==> config.mk <==
export PLATFORM = sky130hd
export DESIGN_NAME = alu_shift_unit
export DESIGN_NICKNAME = d
export VERILOG_FILES = /design/src/rtl/asu_pkg.sv /design/src/rtl/asu_decode.sv /design/src/rtl/asu_shifter.sv /design/src/rtl/asu_alu.sv /design/src/rtl/alu_shift_unit.sv
export SDC_FILE = /design/constraint.sdc
export NUM_CORES = 1
export LEC_CHECK = 0
export BUFFER_PORTS_ARGS = -buffer_cell sky130_fd_sc_hd__buf_2
export CAP_MARGIN = 20
export CORE_MARGIN = 1
export CORE_UTILIZATION = 40
export DETAILED_ROUTE_END_ITERATION = 8
export PLACE_DENSITY_LB_ADDON = 0.12
export SLEW_MARGIN = 10
export SYNTH_ARGS = -nofsm -noshare
export SYNTH_HDL_FRONTEND = slang
export SYNTH_HIERARCHICAL = 1
export SYNTH_SLANG_ARGS = --single-unit
export TNS_END_PERCENT = 30
==> constraint.sdc <==
create_clock -name vclk -period 13.8
set_input_delay 2.76 -clock vclk [all_inputs]
set_output_delay 2.76 -clock vclk [all_outputs]
set_load 0.005 [all_outputs]
==> src/rtl/asu_pkg.sv <==
`timescale 1ns/1ps
package asu_pkg;
  localparam int NUM_OPS = 11;

  typedef enum logic [1:0] {
    SHF_PASS = 2'b00,
    SHF_SHL  = 2'b01,
    SHF_SAR  = 2'b10,
    SHF_ROR  = 2'b11
  } shf_fn_e;

  typedef enum logic [2:0] {
    ALU_ZERO = 3'b000,
    ALU_RSUB = 3'b001,
    ALU_SUB  = 3'b010,
    ALU_ADD  = 3'b011,
    ALU_XOR  = 3'b100,
    ALU_OR   = 3'b101,
    ALU_AND  = 3'b110,
    ALU_ONES = 3'b111
  } alu_fn_e;

  // one-hot instruction line positions
  localparam int OP_SHL = 0;
  localparam int OP_SAR = 1;
  localparam int OP_ROR = 2;
  localparam int OP_ADD = 3;
  localparam int OP_SUB = 4;
  localparam int OP_AND = 5;
  localparam int OP_OR  = 6;
  localparam int OP_CPL = 7;
  localparam int OP_DEC = 8;
  localparam int OP_INC = 9;
  localparam int OP_CMP = 10;
endpackage

==> src/rtl/asu_decode.sv <==
`timescale 1ns/1ps
module asu_decode
  import asu_pkg::*;
(
  input  logic               ph2_i,
  input  logic               ph3_i,
  input  logic [NUM_OPS-1:0] op_i,
  output logic [1:0]         shf_fn_o,
  output logic [2:0]         alu_fn_o,
  output logic               cin_o
);
  logic p2_grp;
  logic p3_arith;

  always_comb begin
    // phase-2 preload of all ones for complement / decrement
    p2_grp   = ph2_i & (op_i[OP_CPL] | op_i[OP_DEC]);
    p3_arith = op_i[OP_DEC] | op_i[OP_INC] | op_i[OP_ADD];

    shf_fn_o[1] = op_i[OP_SAR] | op_i[OP_ROR];
    shf_fn_o[0] = op_i[OP_SHL] | op_i[OP_ROR];

    alu_fn_o[2] = (ph3_i & (op_i[OP_CPL] | op_i[OP_OR] | op_i[OP_AND])) | p2_grp;
    alu_fn_o[1] = (ph3_i & (op_i[OP_SUB] | op_i[OP_CMP] | p3_arith | op_i[OP_AND]))
                | p2_grp;
    alu_fn_o[0] = (ph3_i & (p3_arith | op_i[OP_OR])) | p2_grp;

    cin_o = ph3_i & op_i[OP_INC];
  end
endmodule

==> src/rtl/asu_shifter.sv <==
`timescale 1ns/1ps
module asu_shifter
  import asu_pkg::*;
#(
  parameter int W = 32
) (
  input  logic [W-1:0] a_i,
  input  logic [1:0]   fn_i,
  output logic [W-1:0] y_o,
  output logic         out_bit_o
);
  always_comb begin
    unique case (fn_i)
      SHF_SHL: begin
        y_o       = {a_i[W-2:0], 1'b0};
        out_bit_o = a_i[W-1];
      end
      SHF_SAR: begin
        y_o       = {a_i[W-1], a_i[W-1:1]};
        out_bit_o = a_i[0];
      end
      SHF_ROR: begin
        y_o       = {a_i[0], a_i[W-1:1]};
        out_bit_o = a_i[0];
      end
      default: begin
        y_o       = a_i;
        out_bit_o = 1'b0;
      end
    endcase
  end
endmodule

==> src/rtl/asu_alu.sv <==
`timescale 1ns/1ps
module asu_alu
  import asu_pkg::*;
#(
  parameter int W = 32
) (
  input  logic [W-1:0] a_i,
  input  logic [W-1:0] b_i,
  input  logic [2:0]   fn_i,
  input  logic         cin_i,
  output logic [W-1:0] y_o,
  output logic         carry_o
);
  // two spare bits: subtract with carry-in can reach 2^(W+1)
  localparam int EXT = W + 2;

  logic [W-1:0]   op_x;
  logic [W-1:0]   op_y;
  logic           is_sub;
  logic [EXT-1:0] sum;

  always_comb begin
    unique case (fn_i)
      ALU_RSUB: begin op_x = b_i; op_y = ~a_i; is_sub = 1'b1; end
      ALU_SUB:  begin op_x = a_i; op_y = ~b_i; is_sub = 1'b1; end
      default:  begin op_x = a_i; op_y = b_i;  is_sub = 1'b0; end
    endcase
    sum = {2'b00, op_x} + {2'b00, op_y} + EXT'(is_sub) + EXT'(cin_i);
  end

  always_comb begin
    carry_o = 1'b0;
    unique case (fn_i)
      ALU_ZERO: y_o = '0;
      ALU_RSUB, ALU_SUB, ALU_ADD: begin
        y_o     = sum[W-1:0];
        carry_o = |sum[EXT-1:W];
      end
      ALU_XOR:  y_o = a_i ^ b_i;
      ALU_OR:   y_o = a_i | b_i;
      ALU_AND:  y_o = a_i & b_i;
      default:  y_o = '1;
    endcase
  end
endmodule

==> src/rtl/alu_shift_unit.sv <==
`timescale 1ns/1ps
module alu_shift_unit
  import asu_pkg::*;
#(
  parameter int W = 32
) (
  input  logic [W-1:0]       a_i,
  input  logic [W-1:0]       b_i,
  input  logic [1:0]         shf_fn_i,
  input  logic [2:0]         alu_fn_i,
  input  logic               cin_i,
  output logic [W-1:0]       shf_o,
  output logic [W-1:0]       alu_o,
  output logic               carry_o,
  input  logic               ph2_i,
  input  logic               ph3_i,
  input  logic [NUM_OPS-1:0] op_i,
  output logic [1:0]         shf_fn_o,
  output logic [2:0]         alu_fn_o,
  output logic               cin_o
);
  logic shf_bit;
  logic alu_carry;

  asu_decode u_decode (
    .ph2_i    (ph2_i),
    .ph3_i    (ph3_i),
    .op_i     (op_i),
    .shf_fn_o (shf_fn_o),
    .alu_fn_o (alu_fn_o),
    .cin_o    (cin_o)
  );

  asu_shifter #(.W(W)) u_shifter (
    .a_i       (a_i),
    .fn_i      (shf_fn_i),
    .y_o       (shf_o),
    .out_bit_o (shf_bit)
  );

  asu_alu #(.W(W)) u_alu (
    .a_i     (a_i),
    .b_i     (b_i),
    .fn_i    (alu_fn_i),
    .cin_i   (cin_i),
    .y_o     (alu_o),
    .carry_o (alu_carry)
  );

  // an active shift owns the flag
  assign carry_o = (shf_fn_i != SHF_PASS) ? shf_bit : alu_carry;
endmodule

==> results.md, run 1 <==
- The flow ran to the end, and the final reports show no timing, DRC or antenna violations.
- The cell internal power dissipation is 0.000148 W.
- 0 antenna diodes ended up in the layout.
- The power consumption is 0.000342 W.
- The worst voltage drop across the vdd grid is 0.0237 mV.
- The DRC violations left is 0.
- At the end of routability-driven placement, the weighted congestion stood at 0.868.
- The count of port buffers added during placement is 154.
- The number of vias in the routed layout is 6040.
- The category of the worst setup path capture point is an output port.
- The final-stage net count is 1176.
- The site row count is 43.
- For the final routed database, the setup TNS stands at 0 ns.
- The power per cell area is 52.3 mW/mm^2.
- Summed over all layers, the global routing overflow is 0.
- After synthesis, the largest area contributor takes up 28.0% of total cell area.
- The die boundary height is 122 um.
- The post-route antenna net violation count is 0.
- The final setup violation count is 0.
- In this run, placement finished with an instance count of 1141.
- Data on the critical path is required at its endpoint by 11.04 ns.
- The total of max-cap violations is 0.
- There are 0 flip-flops and latches.
- The die is 122 um wide.
- The first-pass GRT wire length is 26700 um.
- After detailed routing, the average wire length per cell comes to 14.5 um.
- The count of cells resized by post-cts repair is 0.
- The initial utilization of the core area, before any placement, comes to 41.0%.
- Summing all multi-input logic gate instances after layout gives 0.00519 sq mm.
- The clock buffers instantiated in the layout total 0.
- The critical path data arrival time is 7.58 ns.
- The max-slew violation count is 0.
- The biggest area consumer among synthesized cells is ha_1.
- Ranked by total cell area, the synthesized netlist is headed by ha_1 28%, o21ai_0 12%, nand2_1 9.7%.
- The final critical path takes up 75.0% of the cycle.
- In this run the power spent charging and discharging nets is 0.000194 W.
- The final non-filler cell total is 1142.
- The number of buffers inserted by post-CTS setup repair is 0.
- The count of endpoints failing hold in the final timing report is 0.
- The floorplan step defined a die boundary enclosing 0.0148 sq mm.
- Of the total power, the share spent switching nets is 56.7%.
- Detailed placement ended at an HPWL of 12500 um.
- The shortest period the worst path allows is 10.34 ns.
- After the first detailed-routing iteration, the DRC count stood at 352.
- Across the whole layout, storage elements account for 0 sq um.
- The met2 layer usage reported by global route is 38.8%.
- The clock power share is 0%.
- A synthesized cell averages 6.70 sq um.
- The global-route layer with the greatest usage is met2.
- The share of synthesized area occupied by flip-flops and latches is 0%.
- The growth of design area from synthesis to finish is 14.3%.
- Global routing consumed, on the met1 layer, 30.3% of the routing resources.
- Using the TritonRoute via totals, the vias-per-cell ratio works out to 5.29.
- The number of antenna violations at the first check in global routing was 0.
- Yosys printed 6 warnings.
- The fraction of met3 tracks used by global routing is 0.376%.
- The static leakage power is 3.48 nW.
- For the pin with the worst max-slew slack, the measured transition is 1.06 ns.
- The worst max-slew margin expressed relative to the limit is 29.4%.
- The total global routing track utilization is 21.7%.
- The path type of the worst min-delay path is input port to output port.
- The post-synthesis cell count is 853.
- The hold buffer count at cts is 0.
- Setup repair after global routing left no endpoint under its margin.
- Cells with a size suffix above 1 make up 21.3% of the layout.
- The area of the mapped netlist is 0.00571 sq mm.
- The layout has 1519 filler cells.
- In the post-synthesis netlist, the cell with the most instances is nand2_1.
- Entering global routing, the biggest net connects 67 pins.
- The final core utilization is 46.9%.
- In this run the count of I/O pins placed on the die edge is 154.
- The startpoint type of the worst setup path is an input port.
- The share of total power in sequential cells is 0%.
- The area of the placeable core is 0.0139 sq mm.
- Static timing analysis puts the maximum clock frequency at 96.7 MHz.
- Of the total power, combinational logic draws 100.0%.
- The net count after synthesis is 1065.
- The number of global-route vias before repair came to 5459.
- The biggest fanout along the worst timing path is 57.
- Synthesis instantiated 63 different standard cells from the library.
- In the synthesized netlist, the cells that appear most often are 147 x nand2_1, 141 x o21ai_0, 128 x ha_1, 71 x inv_1, 41 x clkbuf_1.
- The number of search-and-repair iterations in the first detailed-routing pass is 4.
- The final wirelength is 16500 um.
- The final hold slack is 5.76 ns.
- The class of the most critical setup path is input port to output port.
-- kinds of logic (layout without fill, tap and decap cells) --
logic type | after synthesis | count (layout) | share of synthesized area [%]
compound gates | 303 | 303 | 31.8
mux | 56 | 56 | 10.3
simple gates | 214 | 214 | 16.2
fa+ha+maj | 129 | 129 | 28.4
buf+inv | 125 | 234 | 9.35
xor+xnor | 26 | 26 | 3.99
-- routing by layer --
layer | part of all wire [%] | vias to the layer above | routed length (um)
li1 | - | 3231 | -
met1 | 50 | 2698 | 8190
met2 | 47 | 109 | 7770
met3 | 3.0 | 2 | 498
met4 | 0.38 | 0 | 63
met5 | 0 | - | 0
-- cell type report --
type / instances / area share (%)
multi-input combinational: 728 / 79.5
timing repair buffer: 163 / 13.0
inverter: 71 / 4.08
tap: 180 / 3.45
-- through the flow --
| stage | setup WS, ns | cell area [sq um] |
|---|---|---|
| 2_1_floorplan | 4.23 | 5710 |
| 3_3_place_gp | 3.57 | 6510 |
| 3_5_place_dp | 3.49 | 6510 |
| 4_1_cts | 3.49 | 6510 |
| 5_1_grt | 3.12 | 6530 |
| 6_report | 3.46 | 6530 |
-- power groups by stage --
stage | combinational (W) | clock [W] | sequential, W
after floorplan | 0.000233 | 0 | 0
after global placement | 0.000343 | 0 | 0
final | 0.000342 | 0 | 0
after detailed placement | 0.000341 | 0 | 0
after CTS | 0.000343 | 0 | 0
after global routing | 0.000386 | 0 | 0
-- worst max-delay path: stages --
cell      delay (ns)
buf_2           0.07
buf_4           0.47
nand2b_2        0.70
buf_4           0.51
o21ai_0         0.15
ha_1            0.32
inv_1           0.06
fa_1            0.46
nor2b_1         0.19
o31a_1          0.20
o21ai_2         0.12
o31ai_2         0.44
a31o_2          0.25
a31oi_1         0.10
a31o_2          0.26
a31oi_1         0.19
mux2_1          0.16
buf_2           0.10
-- cells in the final DEF (no fill, tap or decap), types with 4 or more instances in the layout --
cell	count
nor2_1	20
a21oi_1	37
o21a_1	4
o21ai_1	29
ha_1	128
a211oi_1	9
nor2b_1	7
buf_2	154
xor2_1	13
o211ai_1	23
nand2_1	147
a21o_1	17
o21ai_0	141
mux2_2	21
nand3_1	6
xnor2_1	13
nand2b_1	6
buf_4	8
o31ai_1	5
and2_1	6
a31oi_1	6
mux2i_1	34
inv_1	71
-- final timing paths --
path	startpoint	slack (ns)	endpoint	cells after the start
worst min-delay path	op_i[0]	5.76	shf_fn_o[0]	3
worst max-delay path	alu_fn_i[2]	3.46	carry_o	18
Power figures use the tool's default switching activity.
==> run 2, diff against run 1 <==
==> constraint.sdc (replaced) <==
create_clock -name vclk -period 9.62
set_input_delay 1.924 -clock vclk [all_inputs]
set_output_delay 1.924 -clock vclk [all_outputs]
set_load 0.005 [all_outputs]
==> results.md, run 2 (synthesis gave the netlist of run 1 again) <==
- The run finished with clean final reports.
- The library cells used most frequently in the layout, excluding fill and tap cells, are 154 x buf_2, 147 x nand2_1, 141 x o21ai_0.
- The startpoint type of the worst setup path is an input port.
- The area of the placeable core is 0.0139 sq mm (unchanged).
- The starting density of the core is 41.0% (unchanged).
- The first-iteration detailed-routing DRC count is 354 (+0.57%).
- The half-perimeter wire length after detailed placement is 13000 um (+3.4%).
- The final-stage net count was 1178 (+0.17%).
- The cell family with the largest share of critical-path delay is compound AO/OA/AOI/OAI gates.
- The number of flip-flops and latches came to 0 (unchanged).
- The shortest period the worst path allows is 8.40 ns.
- The pin count of the biggest net entering global routing is 67 (unchanged).
- Traced cell by cell, the critical path runs through buf_2 > nand2b_1 > o21ai_2 > buf_4 > nand2_1 > o21ai_0 > o21ai_0 > ha_1 > ha_1 > a21oi_1 > o21ai_0 > a221oi_2 > nand3b_1 > and4_1 > o21a_1 > o21ai_0 > a31oi_1 > mux2_1 > buf_2.
- Derived from the worst setup path, the maximum achievable clock frequency is 119 MHz.
- The total grt overflow is 0 (unchanged).
- The worst hold path terminates at shf_fn_o[0].
- The static leakage power came to 3.49 nW (+0.23%).
- The DRC violations left is 0 (unchanged).
- The startpoint identified for the worst hold timing path is op_i[0].
- The area growth from synthesis to layout is 14.5%.
- The biggest fanout along the worst timing path came to 18 (-68%).
- The class of the most critical setup path is input port to output port.
- The final setup violation count was 0 (unchanged).
- The full die area is 0.0148 sq mm (unchanged).
- The power per cell area is 74.7 mW/mm^2 (+43%).
- The post-route antenna net violation count came to 0 (unchanged).
- The transition time at the pin with the least slew margin is 1.07 ns (+0.0114 ns).
- The number of antenna cells inserted is 0 (unchanged).
- The die boundary height is 122 um (unchanged).
- Among all stages on the critical path, the largest delay is contributed by o21ai_2.
- The combined buffer and inverter count along the critical path is 3 (-2).
- The worst max-slew margin expressed relative to the limit is 28.6% (-0.76 points).
- The instance count along the most critical hold path is 3 (unchanged).
- The hold buffer count at cts is 0 (unchanged).
- The site row count is 43 (unchanged).
- The total of max-cap violations is 0 (unchanged).
- The max-slew violation count was 0 (unchanged).
- The first-pass GRT wire length came to 26500 um (-0.70%).
- The worst voltage drop across the vdd grid is 0.0338 mV (+43%).
- The fraction of layout cells with a size suffix above 1 is 21.5% (+0.16 points).
- The power consumption came to 0.000489 W (+43%).
- In the finished design, the share of the clock period the worst path needs comes to 87.3%.
- The final RePlAce weighted congestion is 0.854 (-1.6%).
- The total global routing track utilization is 21.6% (-0.12 points).
- The category of the worst setup path capture point is an output port.
- The path class of the tightest hold or removal check is input port to output port.
- The number of top-level pins is 154 (unchanged).
- Leaving out fill and tap cells, the most frequent cell in the layout is buf_2.
- The most repeated library cell on the critical path is o21ai_0.
- The critical path data arrival time is 6.48 ns (-1.10 ns).
- The number of antenna violations at the first check in global routing is 0 (unchanged).
- The area occupied by registers is 0 sq um (unchanged).
- The data required time at the worst endpoint is 7.70 ns (-3.34 ns).
- The count of endpoints failing hold in the final timing report came to 0 (unchanged).
- The final setup TNS came to 0 ns (unchanged).
- The biggest cell delay along the critical path came to 0.75 ns (+0.05 ns).
- The die span in x is 122 um (unchanged).
- The number of buffers inserted by post-CTS setup repair is 0 (unchanged).
- The count of port buffers added during placement is 154 (unchanged).
- The number of vias in the routed layout is 6196 (+2.6%).
- Setup repair after global routing left no endpoint under its margin.
- The via count normalized by instance count is 5.42 (+2.4%).
- The count of cells resized by post-cts repair is 0 (unchanged).
- The count of clock buffers in the final design is 0 (unchanged).
- The wire length per cell came to 14.5 um (+0.24%).
- The number of search-and-repair iterations in the first detailed-routing pass came to 6 (+2).
- The number of global-route vias before repair was 5327 (-2.4%).
- The final wirelength came to 16600 um (+0.41%).
run 2: cell types whose count changed in the layout (fill, tap and decap cells not counted), sizes merged:
cell	change
buf	+2
run 2: layer usage:
layer	GRT usage, %	up-vias	wire (um)
li1	-	3239	-
met1	31.4	2821	8320
met2	37.6	136	7740
met4	0.154	0	0
met5	0	-	0
met3	0.0940	0	524
run 2: where the power goes:
part	switching, W	internal [W]	total (W)
sequential	0	0	0
clock	0	0	0
combinational	0.000277	0.000212	0.000489
run 2: worst max-delay path by stage:
stage               slack (ns)       to        start  cells after the start
floorplan                 1.72  carry_o  alu_fn_i[1]                     23
global placement          1.23  carry_o  alu_fn_i[0]                     19
detailed placement        1.13  carry_o  alu_fn_i[0]                     19
CTS                       1.12  carry_o  alu_fn_i[0]                     19
global route              0.78  carry_o  alu_fn_i[0]                     19
finish                    1.22  carry_o  alu_fn_i[0]                     19
run 2: area by class of cell:
class | count | area [sq um]
fillers | 1501 | 7390
multi-input cells | 728 | 5190
repair buffers | 165 | 861
inverters | 71 | 267
well taps | 180 | 225
run 2: through the flow:
step / cell area (sq um) / setup slack [ns] / instances / util, % / hold slack (ns)
2_1_floorplan: 5710 / 1.72 / 853 / - / 3.93
3_3_place_gp: 6530 / 1.23 / 1143 / 46.9 / 4.09
3_5_place_dp: 6540 / 1.13 / 1144 / 47.0 / 4.09
4_1_cts: 6540 / 1.12 / 1144 / 47.0 / 4.09
5_1_grt: 6540 / 0.779 / 1144 / 47.0 / 4.11
6_report: 6540 / 1.22 / 1144 / 47.0 / 4.09
==> run 3, diff against run 2 <==
--- a/config.mk
+++ b/config.mk
@@ -7,8 +7,11 @@
 export LEC_CHECK = 0
 export BUFFER_PORTS_ARGS = -buffer_cell sky130_fd_sc_hd__buf_2
 export CAP_MARGIN = 20
+export CELL_PAD_IN_SITES_DETAIL_PLACEMENT = 1
+export CELL_PAD_IN_SITES_GLOBAL_PLACEMENT = 2
+export CORE_ASPECT_RATIO = 0.7
 export CORE_MARGIN = 1
-export CORE_UTILIZATION = 40
+export CORE_UTILIZATION = 30
 export DETAILED_ROUTE_END_ITERATION = 8
 export PLACE_DENSITY_LB_ADDON = 0.12
 export SLEW_MARGIN = 10
==> results.md, run 3 (synthesis gave the netlist of run 1 again) <==
- The run finished with clean final reports.
- The biggest fanout along the worst timing path was 17 (-1).
- The wire length per cell came to 17.1 um (+18%).
- The total grt overflow is 0 (unchanged).
- The full die area was 0.0196 sq mm (+33%).
- The switching share of power is 58.4% (+1.8 points).
- The fraction of layout cells with a size suffix above 1 was 21.5% (unchanged).
- STA classifies the critical path endpoint as an output port.
- The count of endpoints failing hold in the final timing report was 0 (unchanged).
- The count of clock buffers in the final design is 0 (unchanged).
- The clock power share came to 0% (unchanged).
- The area growth from synthesis to layout is 16.1%.
- The hold buffer count at cts is 0 (unchanged).
- The die span in x is 167 um (+37%).
- The shortest period the worst path allows is 8.41 ns (+0.0110 ns).
- The static leakage power is 3.50 nW (+0.23%).
- The number of global-route vias before repair is 6163 (+16%).
- The total global routing track utilization came to 20.6% (-0.99 points).
- The worst max-slew margin expressed relative to the limit is 44.3% (+16 points).
- The setup path with the least slack is of type input port to output port.
- The path type of the worst min-delay path is input port to output port.
- The area occupied by registers is 0 sq um (unchanged).
- The die boundary height is 117 um (-3.3%).
- The final-stage net count is 1178 (unchanged).
- The count of cells resized by post-cts repair is 0 (unchanged).
- The final setup violation count is 0 (unchanged).
- The number of vias in the routed layout is 6277 (+1.3%).
- The site row count came to 41 (-4.7%).
- The data required time at the worst endpoint came to 7.70 ns (about the same).
- The cell internal power dissipation is 0.000214 W (+0.83%).
- The number of buffers inserted by post-CTS setup repair is 0 (unchanged).
- The half-perimeter wire length after detailed placement came to 15900 um (+22%).
- The final RePlAce weighted congestion was 0.815 (-4.6%).
- The critical path data arrival time is 6.49 ns (about the same).
- The starting density of the core was 31.2% (-9.8 points).
- The number of search-and-repair iterations in the first detailed-routing pass was 5 (-1).
- The number of top-level pins is 154 (unchanged).
- In the layout the commonest cells are 154 x buf_2, 147 x nand2_1, 141 x o21ai_0.
- The pin count of the biggest net entering global routing came to 95 (+42%).
- The number of flip-flops and latches is 0 (unchanged).
- The area of the placeable core is 0.0183 sq mm (+31%).
- The final wirelength was 20500 um (+24%).
- The DRC violations left is 0 (unchanged).
- The worst hold path begins at op_i[0].
- The power consumption was 0.000514 W (+5.3%).
- The worst voltage drop across the vdd grid was 0.0164 mV (-51%).
- The power per cell area came to 77.6 mW/mm^2 (+3.8%).
- The max-slew violation count is 0 (unchanged).
- The first-iteration detailed-routing DRC count came to 255 (-28%).
- The via count normalized by instance count is 5.23 (-3.5%).
- The number of antenna violations at the first check in global routing is 0 (unchanged).
- Setup repair after global routing left no endpoint under its margin.
- The startpoint type of the worst setup path is an input port.
- The post-route fraction of the period consumed by the critical path is 87.5% (+0.11 points).
- The transition time at the pin with the least slew margin came to 0.835 ns (-0.236 ns).
- The achievable frequency is 119 MHz (-0.13%).
- Tracing the worst setup path back leads to its startpoint at alu_fn_i[0].
- The leading cell type in the layout, fill and taps excluded is buf_2.
- The reported net switching power came to 0.000300 W (+8.7%).
- The total of max-cap violations came to 0 (unchanged).
- The first-pass GRT wire length is 33700 um (+27%).
- The post-route antenna net violation count is 0 (unchanged).
- The final setup TNS came to 0 ns (unchanged).
- The share of total power in sequential cells is 0% (unchanged).
- The relative contribution of combinational cells to total power is 100.0% (about the same).
- The count of port buffers added during placement is 154 (unchanged).
## run 3: cell types whose count changed in the layout (fill, tap and decap cells not counted)
cell | previous run | this run
buf_12 | 0 | 2
buf_8 | 1 | 0
buf_4 | 10 | 9
diode_2 | 0 | 1
## run 3: area by class of cell
| type | count | area (sq um) |
|---|---|---|
| antenna | 1 | 2.50 |
| fill | 2417 | 11700 |
| inverter | 71 | 267 |
| multi-input combinational | 728 | 5190 |
| tap | 236 | 295 |
| timing repair buffer | 165 | 878 |
## run 3: power groups by stage
stage | Sequential [W] | Clock (W) | Combinational [W]
after detailed placement | 0 | 0 | 0.000513
after global routing | 0 | 0 | 0.000579
after global placement | 0 | 0 | 0.000515
after floorplan | 0 | 0 | 0.000335
after CTS | 0 | 0 | 0.000517
final | 0 | 0.0000000000139 | 0.000514
## run 3: worst max-delay path, stage by stage
cell      delay, ns
buf_2          0.14
nand2b_1       0.39
nor2_2         0.76
buf_4          0.34
o21ai_0        0.09
o21ai_0        0.08
ha_1           0.26
ha_1           0.38
nand2_1        0.08
o21ai_0        0.22
o21ai_2        0.14
o31ai_2        0.46
a31o_2         0.26
a31oi_1        0.11
a31o_2         0.27
a31oi_1        0.27
mux2_1         0.20
buf_2          0.11
## run 3: metal layers
| metal | GRT usage [%] | vias up | routed length (um) |
|---|---|---|---|
| met5 | 0 | - | 0 |
| li1 | - | 3227 | - |
| met3 | 1.58 | 2 | 831 |
| met2 | 30.6 | 144 | 7980 |
| met4 | 0.231 | 0 | 23 |
| met1 | 33.1 | 2904 | 11700 |
## run 3: path summary, 6_finish.rpt
| path | endpoint | slack [ns] | cells past startpoint |
|---|---|---|---|
| worst max-delay path | carry_o | 1.21 | 18 |
| worst min-delay path | shf_fn_o[0] | 4.09 | 3 |
## run 3: metrics by stage
step / instances / util (%) / hold WS [ns] / setup slack [ns] / area [sq um]
after floorplan: 853 / - / 3.93 / 1.72 / 5710
after detailed placement: 1199 / 36.1 / 4.10 / 1.24 / 6610
after global routing: 1200 / 36.2 / 4.10 / 0.820 / 6630
after global placement: 1199 / 36.1 / 4.09 / 1.35 / 6610
after CTS: 1199 / 36.1 / 4.10 / 1.21 / 6610
final: 1201 / 36.2 / 4.09 / 1.21 / 6630
